--- config.mk ---
export PLATFORM = sky130hd
export DESIGN_NAME = cordicMixer
export DESIGN_NICKNAME = d
export VERILOG_FILES = /design/src/rtl/cordicMixPkg.sv /design/src/rtl/mixCtl.sv /design/src/rtl/mixPath.sv /design/src/rtl/cordicMixer.sv
export SDC_FILE = /design/constraint.sdc
export NUM_CORES = 2
export LEC_CHECK = 0
export BUFFER_PORTS_ARGS = -buffer_cell sky130_fd_sc_hd__buf_2
export CAP_MARGIN = 20
export CORE_AREA = 2 2 421 423
export CTS_CLUSTER_SIZE = 30
export DETAILED_ROUTE_END_ITERATION = 8
export DIE_AREA = 0 0 423 425
export GPL_TIMING_DRIVEN = 1
export PLACE_DENSITY_LB_ADDON = 0.05
export SLEW_MARGIN = 0
export SYNTH_ARGS = -nofsm -noshare
export SYNTH_HDL_FRONTEND = slang
export SYNTH_HIERARCHICAL = 1
export SYNTH_SLANG_ARGS = --single-unit
--- constraint.sdc ---
create_clock -name clk -period 7.95 [get_ports clk]
set_input_delay 1.1925 -clock clk [delete_from_list [all_inputs] [get_ports clk]]
set_output_delay 1.1925 -clock clk [all_outputs]
set_load 0.1 [all_outputs]
--- src/rtl/cordicMixPkg.sv ---
package cordicMixPkg;

  // Per-cycle strobes from the control to the datapath.
  typedef struct packed {
    logic loadIn;   // capture the input sample and its phase
    logic loadOut;  // last micro-rotation holds a valid sample
  } mixStrobeT;

  // arctan(2^-k) expressed as a fraction of a full turn, scaled by 2^32.
  function automatic logic [31:0] atanTurn(input int k);
    case (k)
      0:  atanTurn = 32'h20000000;
      1:  atanTurn = 32'h12E4051E;
      2:  atanTurn = 32'h09FB385B;
      3:  atanTurn = 32'h051111D4;
      4:  atanTurn = 32'h028B0D43;
      5:  atanTurn = 32'h0145D7E1;
      6:  atanTurn = 32'h00A2F61E;
      7:  atanTurn = 32'h00517C55;
      8:  atanTurn = 32'h0028BE53;
      9:  atanTurn = 32'h00145F2F;
      10: atanTurn = 32'h000A2F98;
      11: atanTurn = 32'h000517CC;
      12: atanTurn = 32'h00028BE6;
      13: atanTurn = 32'h000145F3;
      14: atanTurn = 32'h0000A2FA;
      15: atanTurn = 32'h0000517D;
      16: atanTurn = 32'h000028BE;
      17: atanTurn = 32'h0000145F;
      18: atanTurn = 32'h00000A30;
      19: atanTurn = 32'h00000518;
      20: atanTurn = 32'h0000028C;
      21: atanTurn = 32'h00000146;
      22: atanTurn = 32'h000000A3;
      23: atanTurn = 32'h00000051;
      default: atanTurn = 32'h0;
    endcase
  endfunction

endpackage

--- src/rtl/mixCtl.sv ---
module mixCtl
  import cordicMixPkg::*;
#(
  parameter int PHASE_W = 32,
  parameter int STAGES  = 18
) (
  input  logic               clk,
  input  logic               rstN,
  input  logic               tuneLoad,
  input  logic [PHASE_W-1:0] tuneWord,
  input  logic               inValid,
  output mixStrobeT          stb,
  output logic [PHASE_W-1:0] phaseCur,
  output logic               outValid
);

  // valid bits: input reg, pre-rotation reg, STAGES rotations, output reg
  localparam int VLD_LEN = STAGES + 3;
  localparam int CNT_W   = $clog2(VLD_LEN + 1) + 1;

  logic [PHASE_W-1:0] tuneReg;
  logic [PHASE_W-1:0] phaseAcc;
  logic [VLD_LEN-1:0] vldPipe;

  always_ff @(posedge clk) begin
    if (!rstN) begin
      tuneReg  <= '0;
      phaseAcc <= '0;
      vldPipe  <= '0;
    end else begin
      if (tuneLoad) tuneReg <= tuneWord;
      if (inValid)  phaseAcc <= phaseAcc + tuneReg;
      vldPipe <= {vldPipe[VLD_LEN-2:0], inValid};
    end
  end

  assign phaseCur    = phaseAcc;
  assign stb.loadIn  = inValid;
  assign stb.loadOut = vldPipe[VLD_LEN-2];
  assign outValid    = vldPipe[VLD_LEN-1];

  // Independent count of samples inside the pipeline, for checking only.
  logic [CNT_W-1:0] inFlight;
  always_ff @(posedge clk) begin
    if (!rstN) inFlight <= '0;
    else       inFlight <= inFlight + CNT_W'(inValid) - CNT_W'(outValid);
  end

  AST_VALID_CONSERVED: assert property (@(posedge clk) disable iff (!rstN)
    inFlight == CNT_W'($countones(vldPipe)));
  AST_ACC_HOLD: assert property (@(posedge clk) disable iff (!rstN)
    !inValid |=> $stable(phaseAcc));
  AST_TUNE_HOLD: assert property (@(posedge clk) disable iff (!rstN)
    !tuneLoad |=> $stable(tuneReg));

endmodule

--- src/rtl/mixPath.sv ---
module mixPath
  import cordicMixPkg::*;
#(
  parameter int DATA_W  = 16,
  parameter int PHASE_W = 32,
  parameter int STAGES  = 18,
  parameter int GUARD_W = 6
) (
  input  logic                      clk,
  input  logic                      rstN,
  input  mixStrobeT                 stb,
  input  logic [PHASE_W-1:0]        phaseCur,
  input  logic signed [DATA_W-1:0]  inI,
  input  logic signed [DATA_W-1:0]  inQ,
  output logic signed [DATA_W:0]    outI,
  output logic signed [DATA_W:0]    outQ
);

  // internal width: sample + guard bits + growth headroom + sign
  localparam int IW = DATA_W + GUARD_W + 2;
  localparam logic signed [IW-1:0] RND = IW'(1) <<< (GUARD_W - 1);

  function automatic logic signed [PHASE_W-1:0] stepAng(input int k);
    stepAng = PHASE_W'(atanTurn(k) >> (32 - PHASE_W));
  endfunction

  localparam logic signed [PHASE_W-1:0] Z_BOUND = PHASE_W'(2 * (atanTurn(STAGES-1) >> (32 - PHASE_W)));

  // multiply by ~0.607253 (inverse rotation gain) with shift-add terms
  function automatic logic signed [IW-1:0] gainComp(input logic signed [IW-1:0] v);
    gainComp = (v >>> 1) + (v >>> 3) - (v >>> 6) - (v >>> 9)
             - (v >>> 13) - (v >>> 15) - (v >>> 16) - (v >>> 20);
  endfunction

  // input register: sample and negated phase (down-conversion)
  logic signed [DATA_W-1:0] aI, aQ;
  logic [PHASE_W-1:0]       aAng;

  always_ff @(posedge clk) begin
    if (stb.loadIn) begin
      aI   <= inI;
      aQ   <= inQ;
      aAng <= -phaseCur;
    end
  end

  // quarter-turn pre-rotation chosen by the two top angle bits
  logic signed [IW-1:0]      wI, wQ, rI, rQ, bX, bY;
  logic signed [PHASE_W-1:0] bZ;

  always_comb begin
    wI = IW'(aI) <<< GUARD_W;
    wQ = IW'(aQ) <<< GUARD_W;
    case (aAng[PHASE_W-1 -: 2])
      2'd0:    begin rI = wI;  rQ = wQ;  end
      2'd1:    begin rI = -wQ; rQ = wI;  end
      2'd2:    begin rI = -wI; rQ = -wQ; end
      default: begin rI = wQ;  rQ = -wI; end
    endcase
    bX = gainComp(rI);
    bY = gainComp(rQ);
    bZ = {2'b00, aAng[PHASE_W-3:0]};
  end

  // micro-rotation chain; element 0 is the pre-rotated, scaled sample
  logic signed [IW-1:0]      xs [0:STAGES];
  logic signed [IW-1:0]      ys [0:STAGES];
  logic signed [PHASE_W-1:0] zs [0:STAGES];

  always_ff @(posedge clk) begin
    xs[0] <= bX;
    ys[0] <= bY;
    zs[0] <= bZ;
    for (int k = 0; k < STAGES; k++) begin
      if (zs[k][PHASE_W-1]) begin
        xs[k+1] <= xs[k] + (ys[k] >>> k);
        ys[k+1] <= ys[k] - (xs[k] >>> k);
        zs[k+1] <= zs[k] + stepAng(k);
      end else begin
        xs[k+1] <= xs[k] - (ys[k] >>> k);
        ys[k+1] <= ys[k] + (xs[k] >>> k);
        zs[k+1] <= zs[k] - stepAng(k);
      end
    end
  end

  // round away the guard bits into the output register
  always_ff @(posedge clk) begin
    if (stb.loadOut) begin
      outI <= (DATA_W+1)'((xs[STAGES] + RND) >>> GUARD_W);
      outQ <= (DATA_W+1)'((ys[STAGES] + RND) >>> GUARD_W);
    end
  end

  AST_RESIDUAL_CONVERGED: assert property (@(posedge clk) disable iff (!rstN)
    stb.loadOut |-> (zs[STAGES] <= Z_BOUND) && (zs[STAGES] >= -Z_BOUND));
  AST_NO_OVERFLOW: assert property (@(posedge clk) disable iff (!rstN)
    stb.loadOut |-> (xs[STAGES][IW-1] == xs[STAGES][IW-2]) &&
                    (ys[STAGES][IW-1] == ys[STAGES][IW-2]));
  AST_OUT_HOLD: assert property (@(posedge clk) disable iff (!rstN)
    !stb.loadOut |=> $stable(outI) && $stable(outQ));

endmodule

--- src/rtl/cordicMixer.sv ---
module cordicMixer #(
  parameter int DATA_W  = 16,
  parameter int PHASE_W = 32,
  parameter int STAGES  = 18,
  parameter int GUARD_W = 6
) (
  input  logic                     clk,
  input  logic                     rstN,
  input  logic                     tuneLoad,
  input  logic [PHASE_W-1:0]       tuneWord,
  input  logic                     inValid,
  input  logic signed [DATA_W-1:0] inI,
  input  logic signed [DATA_W-1:0] inQ,
  output logic                     outValid,
  output logic signed [DATA_W:0]   outI,
  output logic signed [DATA_W:0]   outQ
);

  cordicMixPkg::mixStrobeT stb;
  logic [PHASE_W-1:0]      phaseCur;

  mixCtl #(
    .PHASE_W (PHASE_W),
    .STAGES  (STAGES)
  ) ctl (
    .clk      (clk),
    .rstN     (rstN),
    .tuneLoad (tuneLoad),
    .tuneWord (tuneWord),
    .inValid  (inValid),
    .stb      (stb),
    .phaseCur (phaseCur),
    .outValid (outValid)
  );

  mixPath #(
    .DATA_W  (DATA_W),
    .PHASE_W (PHASE_W),
    .STAGES  (STAGES),
    .GUARD_W (GUARD_W)
  ) path (
    .clk      (clk),
    .rstN     (rstN),
    .stb      (stb),
    .phaseCur (phaseCur),
    .inI      (inI),
    .inQ      (inQ),
    .outI     (outI),
    .outQ     (outQ)
  );

endmodule

== Word level (Yosys, flattened, before mapping) ==
Memories as Yosys holds them, arrays and structs flattened.
Index checks and enable logic that the tools add are counted.
W data, S select, Z words.
Storage, ports and cells
  memory bits (writable): 1520
  word-level logic and storage cells: 341
  memories: 3
  bits of input ports: 68
  bits in registers: 183
Memories
  path.zs: depth 19, bits a word 32, rd ports 18, clocked after memory_dff 0, write ports 19, RTL line mixPath.sv:68  | logic signed [PHASE_W-1:0] zs [0:STAGES];
  path.xs: depth 19, bits a word 24, rd ports 19, clocked after memory_dff 0, write ports 19, RTL line mixPath.sv:66  | logic signed [IW-1:0] xs [0:STAGES];
  path.ys: depth 19, bits a word 24, rd ports 19, clocked after memory_dff 0, write ports 19, RTL line mixPath.sv:67  | logic signed [IW-1:0] ys [0:STAGES];
Operators by class
  bitwise operators: 54
  muxes and demuxes: 146
  $add $sub $neg: 127
  equal/unequal tests: 2
  reductions and logical operators: 1
Operators by type and width (number)
  $mux W32: 54
  $mux W24: 36
  $add A32 B32 Y32: 19
  $sub A32 B32 Y32: 18
  $pmux W24 S3: 2
  $sub A24 B11 Y24: 4
  $sub A24 B15 Y24: 4
  $sub A24 B18 Y24: 4
  $sub A24 B8 Y24: 4
  $sub A24 B9 Y24: 4
  $mux W1: 54
  $or A1 B1 Y1: 54
  $add A23 B21 Y24: 2
  $add A24 B10 Y24: 2
  $add A24 B11 Y24: 2
  $add A24 B12 Y24: 2
  $add A24 B13 Y24: 2
  $add A24 B14 Y24: 2
  $add A24 B15 Y24: 2
  $add A24 B16 Y24: 2
  $add A24 B17 Y24: 2
  $add A24 B18 Y24: 2
  $add A24 B19 Y24: 2
  $add A24 B20 Y24: 2
  27 further kinds: 49

== Depth between registers and ports, before layout ==
  depth after elaboration: 9
  mapped depth: 31

== Hierarchy ==
Netlist, hierarchy kept.
Modules (own cells, without submodules)
  mixPath: instances 1, area an instance 108784.3 µm², cells each 12260
  mixCtl: instances 1, area an instance 4606.9 µm², cells each 496

== Worst setup path before layout ==
No wires, ideal clock.
  path type: register -> register
  start point: reg path.aQ[1]
  end point: mem path/xs[0][22] (netlist bit)
  setup time: 0.123 ns
  buffers on the path: 0
  required time: 7.827 ns
  slack: 0.965 ns
  arrival: 6.862 ns
  cell stages (with the launch flop): 27
  path through: edfxtp_1 or3_1 nor3_2 nand2b_1 or3b_1 and2_1 xnor2_1 a21oi_1 inv_1 fa_1 fa_1 fa_1 inv_1 fa_1 inv_1 ha_1 a21o_1 a21oi_1 nor2b_1 o41a_1 o41ai_2 o211ai_1 nor4_1 o31ai_1 nor3_1 o21bai_1 xor2_1
RTL lines
  start: declaration: RTL line mixPath.sv:36  | logic signed [DATA_W-1:0] aI, aQ;
  start signal: assignment: RTL line mixPath.sv:42  | aQ <= inQ;
  end: declaration: RTL line mixPath.sv:66

==> flow_summary.html <==
<table>
<tr><th>Metric</th><th>Value</th></tr>
<tr><th colspan="2">Status</th></tr>
<tr><td>Run status</td><td>complete, no violations</td></tr>
<tr><th colspan="2">Worst hold path</th></tr>
<tr><td>Worst Min Path Start</td><td>path/zs[0][9]</td></tr>
<tr><td>HP Class</td><td>flip-flop to flip-flop</td></tr>
<tr><th colspan="2">STA</th></tr>
<tr><td>Top achievable clock speed</td><td>0.132 GHz</td></tr>
<tr><td>Final Critical Period</td><td>between 7000 and 8000 ps</td></tr>
<tr><td>Headroom to the max-slew limit</td><td>19.6%</td></tr>
<tr><td>Final-report max-slew violation count</td><td>0</td></tr>
<tr><td>Number of setup violations in the final report</td><td>0</td></tr>
<tr><td>Final count of hold timing violations</td><td>0</td></tr>
<tr><td>Total negative slack</td><td>0 ps</td></tr>
<tr><td>Transition time of the tightest slew-check pin</td><td>approximately 1200 ps</td></tr>
<tr><td>Final clock skew</td><td>around 38 ps</td></tr>
<tr><td>Final worst-path cycle share</td><td>95.0%</td></tr>
<tr><td>RSZ-0062 raised after global routing</td><td>no</td></tr>
<tr><th colspan="2">Clock network</th></tr>
<tr><td>Later-pin clock latency in the skew report</td><td>roughly 840 ps</td></tr>
<tr><td>Buffer type at the clock tree root</td><td>sky130_fd_sc_hd__clkbuf_16</td></tr>
<tr><td>Cts bufs inserted</td><td>175</td></tr>
<tr><td>Level count of the clock H-tree</td><td>4</td></tr>
<tr><td>TritonCTS clock tree</td><td>done</td></tr>
<tr><td>Clock Pin Slew Worst Setup and Hold Paths</td><td>60 ps</td></tr>
<tr><td>Longest Clk Path Bufs</td><td>3</td></tr>
<tr><td>Total clock sinks</td><td>1622</td></tr>
<tr><td>Buffer count from post-CTS setup fixing</td><td>0</td></tr>
<tr><th colspan="2">Yosys</th></tr>
<tr><td>Synthesized instance count</td><td>12800</td></tr>
<tr><td>Adder and majority cell fraction of the synthesized area</td><td>19.3%</td></tr>
<tr><td>Number of flops mapped to enable cells by yosys</td><td>98</td></tr>
<tr><td>Post-synthesis cell type with the largest combined area</td><td>sky130_fd_sc_hd__dfxtp_1</td></tr>
<tr><td>Synth Flop Type</td><td>sky130_fd_sc_hd__dfxtp_1</td></tr>
<tr><td>Area fraction in and, or, nand and nor cells after synthesis</td><td>13.3%</td></tr>
<tr><td>Top area cells in the synthesized netlist</td><td>sky130_fd_sc_hd__dfxtp_1 (27%), sky130_fd_sc_hd__ha_1 (16%), sky130_fd_sc_hd__xnor2_1 (9.3%)</td></tr>
<tr><td>Share of synthesized area spent on multiplexers</td><td>1.42%</td></tr>
<tr><td>Distinct cell type count of the synthesized netlist</td><td>116</td></tr>
<tr><td>Most instantiated cells after synthesis</td><td>sky130_fd_sc_hd__dfxtp_1 (1524), sky130_fd_sc_hd__ha_1 (1466), sky130_fd_sc_hd__a21oi_1 (1261)</td></tr>
<tr><td>Combinational family with the most area after synthesis</td><td>compound AO/OA/AOI/OAI gates</td></tr>
<tr><td>Synthesized area</td><td>113000 µm²</td></tr>
<tr><td>Area share of the leading cell type in the synthesized netlist</td><td>~27%</td></tr>
<tr><td>Xor/xnor share of the synthesized area</td><td>13.6%</td></tr>
<tr><td>Most repeated cell in the gate-level netlist after synthesis</td><td>sky130_fd_sc_hd__dfxtp_1</td></tr>
<tr><td>Seq cells post-synth</td><td>1622</td></tr>
<tr><td>Syn. warnings</td><td>6</td></tr>
<tr><td>Synthesized net count</td><td>~14000</td></tr>
<tr><td>Proportion of synthesized chip area in sequential cells</td><td>29.5%</td></tr>
<tr><td>Avg Cell Area, Syn</td><td>a little under 9 µm²</td></tr>
<tr><td>Compound-Gate Fraction of Synth Area</td><td>19.8%</td></tr>
<tr><td>Fraction of registers with async set or reset after synthesis</td><td>0%</td></tr>
<tr><th colspan="2">Setup path</th></tr>
<tr><td>Reg-to-reg slack, setup</td><td>slightly below 400 ps</td></tr>
<tr><td>Logic depth of the worst path, buffers included</td><td>27</td></tr>
<tr><td>Critical path startpoint</td><td>path/aI[0]</td></tr>
<tr><td>Crit Reg-Reg Endpoint</td><td>path/xs[0][22]</td></tr>
<tr><td>Worst r2r path cells</td><td>27</td></tr>
<tr><td>Family with the most delay on the worst path</td><td>adder cells</td></tr>
<tr><td>Kind of start point of the critical path</td><td>flip-flop</td></tr>
<tr><td>Crit. End Element</td><td>flip-flop</td></tr>
<tr><td>Critical path data required time</td><td>8660 ps</td></tr>
<tr><td>Most frequent cell on the critical path</td><td>sky130_fd_sc_hd__fa_1</td></tr>
<tr><td>Highest net fanout along the worst path</td><td>6</td></tr>
<tr><td>CP Buf/Inv Count</td><td>4</td></tr>
<tr><td>Critical-path top delay cell</td><td>sky130_fd_sc_hd__fa_1</td></tr>
<tr><td>R2R Path Start</td><td>path/aI[0]</td></tr>
<tr><td>End point of the critical path</td><td>path/xs[0][22]</td></tr>
<tr><td>Worst setup path class</td><td>flip-flop to flip-flop</td></tr>
<tr><td>Crit-path max cell delay</td><td>~540 ps</td></tr>
<tr><td>Data arrival time of the worst path</td><td>8260 ps</td></tr>
<tr><th colspan="2">Global route</th></tr>
<tr><td>Total global routing track utilization</td><td>31.5%</td></tr>
<tr><td>Global-route wire length before repair</td><td>464 mm</td></tr>
<tr><td>Global route overflow</td><td>0</td></tr>
<tr><td>Antenna violations before repair</td><td>7</td></tr>
<tr><td>Maximum number of pins on one net before global-route repair</td><td>72</td></tr>
<tr><td>Vias in the first global route</td><td>91000</td></tr>
<tr><th colspan="2">Floorplanning</th></tr>
<tr><td>Placeable core area</td><td>~180000 µm²</td></tr>
<tr><td>DIE AREA</td><td>about 180000 µm²</td></tr>
<tr><td>Number of top-level pins</td><td>103</td></tr>
<tr><td>Die extent in y</td><td>425 µm</td></tr>
<tr><td>Floorplan die width</td><td>423 µm</td></tr>
<tr><td>Number of cell rows</td><td>approximately 150</td></tr>
<tr><td>Initial core utilization</td><td>between 60% and 70%</td></tr>
<tr><th colspan="2">Cells and area</th></tr>
<tr><td>Total of fill cells in the finished design</td><td>13800</td></tr>
<tr><td>Share of final-layout standard cells stronger than drive strength 1</td><td>4.95%</td></tr>
<tr><td>Area delta synth-&gt;final</td><td>8.43%</td></tr>
<tr><td>Net count, final</td><td>14600</td></tr>
<tr><th colspan="2">Detailed routing</th></tr>
<tr><td>Total iterations of the first detailed-routing run</td><td>6</td></tr>
<tr><td>WL per Instance</td><td>18.9 µm</td></tr>
<tr><td>Number of design-rule violations left by the first detailed-router iteration</td><td>around 5300</td></tr>
<tr><td>Detail Route Antenna Nets</td><td>0</td></tr>
<tr><td>Drt total wl</td><td>291 mm</td></tr>
<tr><td>Avg Vias per Cell</td><td>5.98</td></tr>
<tr><td>DR DRC count</td><td>0</td></tr>
<tr><td>Total number of vias</td><td>92300</td></tr>
<tr><th colspan="2">Placed design</th></tr>
<tr><td>Detail Placement HPWL</td><td>233 mm</td></tr>
<tr><td>Weighted congestion reported at the end of routability-driven placement</td><td>0.982</td></tr>
<tr><td>Number of buffer cells added on primary ports</td><td>102</td></tr>
<tr><th colspan="2">Flow run</th></tr>
<tr><td>Number of maximum-capacitance violations</td><td>0</td></tr>
</table>
sequential cells by signal, indices dropped and copies added, names as in the netlist:
name          cells
path/outQ        17
ctl/tuneReg      32
ctl/vldPipe      21
path/ys         450
path/outI        17
path/aQ          16
path/aI          16
path/xs         449
path/aAng        32
path/zs         540
ctl/phaseCur     32
logic make-up (layout without fill, tap and decap cells):
family / count (synthesis) / in the layout
adder cells (fa/ha/maj): 1643 / 1643
flip-flops: 1622 / 1622
buffers and inverters: 942 / 1270
AO/OA/AOI/OAI: 3509 / 3509
XOR/XNOR: 1758 / 1758
AND/OR/NAND/NOR: 3129 / 3129
other: 0 / 3
multiplexers: 153 / 153
metrics by stage:
step	hold WS (ps)	instances	setup slack (ps)	cell area, µm²	utilization [%]
2_1_floorplan	310	12800	965	113000	-
3_3_place_gp	310	15100	405	117000	66.5
3_5_place_dp	312	15100	246	117000	66.5
4_1_cts	322	15400	228	123000	70.1
5_1_grt	330	15400	9.66	123000	70.1
6_report	323	15400	395	123000	70.1
metal layers:
| layer | wire length [µm] | vias up | GRT usage, % |
|---|---|---|---|
| met5 | 42 | - | 0 |
| met4 | 18900 | 8 | 18.7 |
| met3 | 11800 | 886 | 4.13 |
| met2 | 147000 | 2378 | 58.2 |
| met1 | 114000 | 43300 | 34.3 |
| li1 | - | 45700 | - |
repair_timing:
item / in CTS / in global routing
endpoints found under the setup margin: 0 / 7
hold buffers: 0 / 0
resized for setup: 0 / 6
how the worst min path moves through the flow:
stage | cells after the start | end | slack, ps
floorplan | 0 | path/zs[11][0] | 310
CTS | 0 | path/zs[1][9] | 320
detailed placement | 0 | path/zs[1][16] | 310
global route | 0 | path/zs[1][7] | 330
finish | 0 | path/zs[1][9] | 320
global placement | 0 | path/zs[1][7] | 310
cell type report:
class	instances	area (µm²)	area share [%]
Clock buffer	232	4900	3.98
Clock inverter	95	1340	1.09
Antenna cell	3	7.51	0.00611
Inverter	774	2910	2.37
Multi-Input combinational cell	10200	76400	62.1
Tap cell	2340	2930	2.38
Sequential cell	1622	33500	27.2
Timing Repair Buffer	169	1030	0.839
cell usage in the layout (no fill, tap or decap), types with 30 or more instances in the layout:
cell type	synthesis	routed
sky130_fd_sc_hd__clkinv_2	0	30
sky130_fd_sc_hd__a21boi_0	44	44
sky130_fd_sc_hd__a31oi_1	117	117
sky130_fd_sc_hd__buf_2	5	103
sky130_fd_sc_hd__o21ai_0	512	510
sky130_fd_sc_hd__nor2b_1	216	216
sky130_fd_sc_hd__nand3_1	234	234
sky130_fd_sc_hd__ha_1	1466	1466
sky130_fd_sc_hd__o21ai_1	52	54
sky130_fd_sc_hd__nor4_1	72	71
sky130_fd_sc_hd__o21bai_1	207	207
sky130_fd_sc_hd__nand4_1	56	56
sky130_fd_sc_hd__or3_1	76	76
sky130_fd_sc_hd__clkbuf_16	0	178
sky130_fd_sc_hd__nand2_1	576	576
sky130_fd_sc_hd__a21o_1	542	542
sky130_fd_sc_hd__o41ai_1	32	32
sky130_fd_sc_hd__mux2_2	40	40
sky130_fd_sc_hd__and3_1	116	116
sky130_fd_sc_hd__o211ai_1	42	42
sky130_fd_sc_hd__xnor2_1	1206	1206
sky130_fd_sc_hd__xor2_1	552	552
sky130_fd_sc_hd__clkbuf_1	134	30
sky130_fd_sc_hd__nand2b_1	164	164
sky130_fd_sc_hd__or2_2	30	30
sky130_fd_sc_hd__a211oi_1	112	112
sky130_fd_sc_hd__nor2_1	1063	1063
sky130_fd_sc_hd__a21oi_1	1261	1261
sky130_fd_sc_hd__o31ai_1	51	51
sky130_fd_sc_hd__fa_1	175	175
sky130_fd_sc_hd__nor3_1	322	322
sky130_fd_sc_hd__dfxtp_1	1524	1513
sky130_fd_sc_hd__and2_1	69	69
sky130_fd_sc_hd__mux2i_1	111	111
sky130_fd_sc_hd__edfxtp_1	98	98
sky130_fd_sc_hd__inv_1	771	770
sky130_fd_sc_hd__buf_4	2	65
sky130_fd_sc_hd__o21a_1	188	187
Power is not shown: default switching activity piles up to over one toggle a cycle in this logic, so the estimate is an artifact.
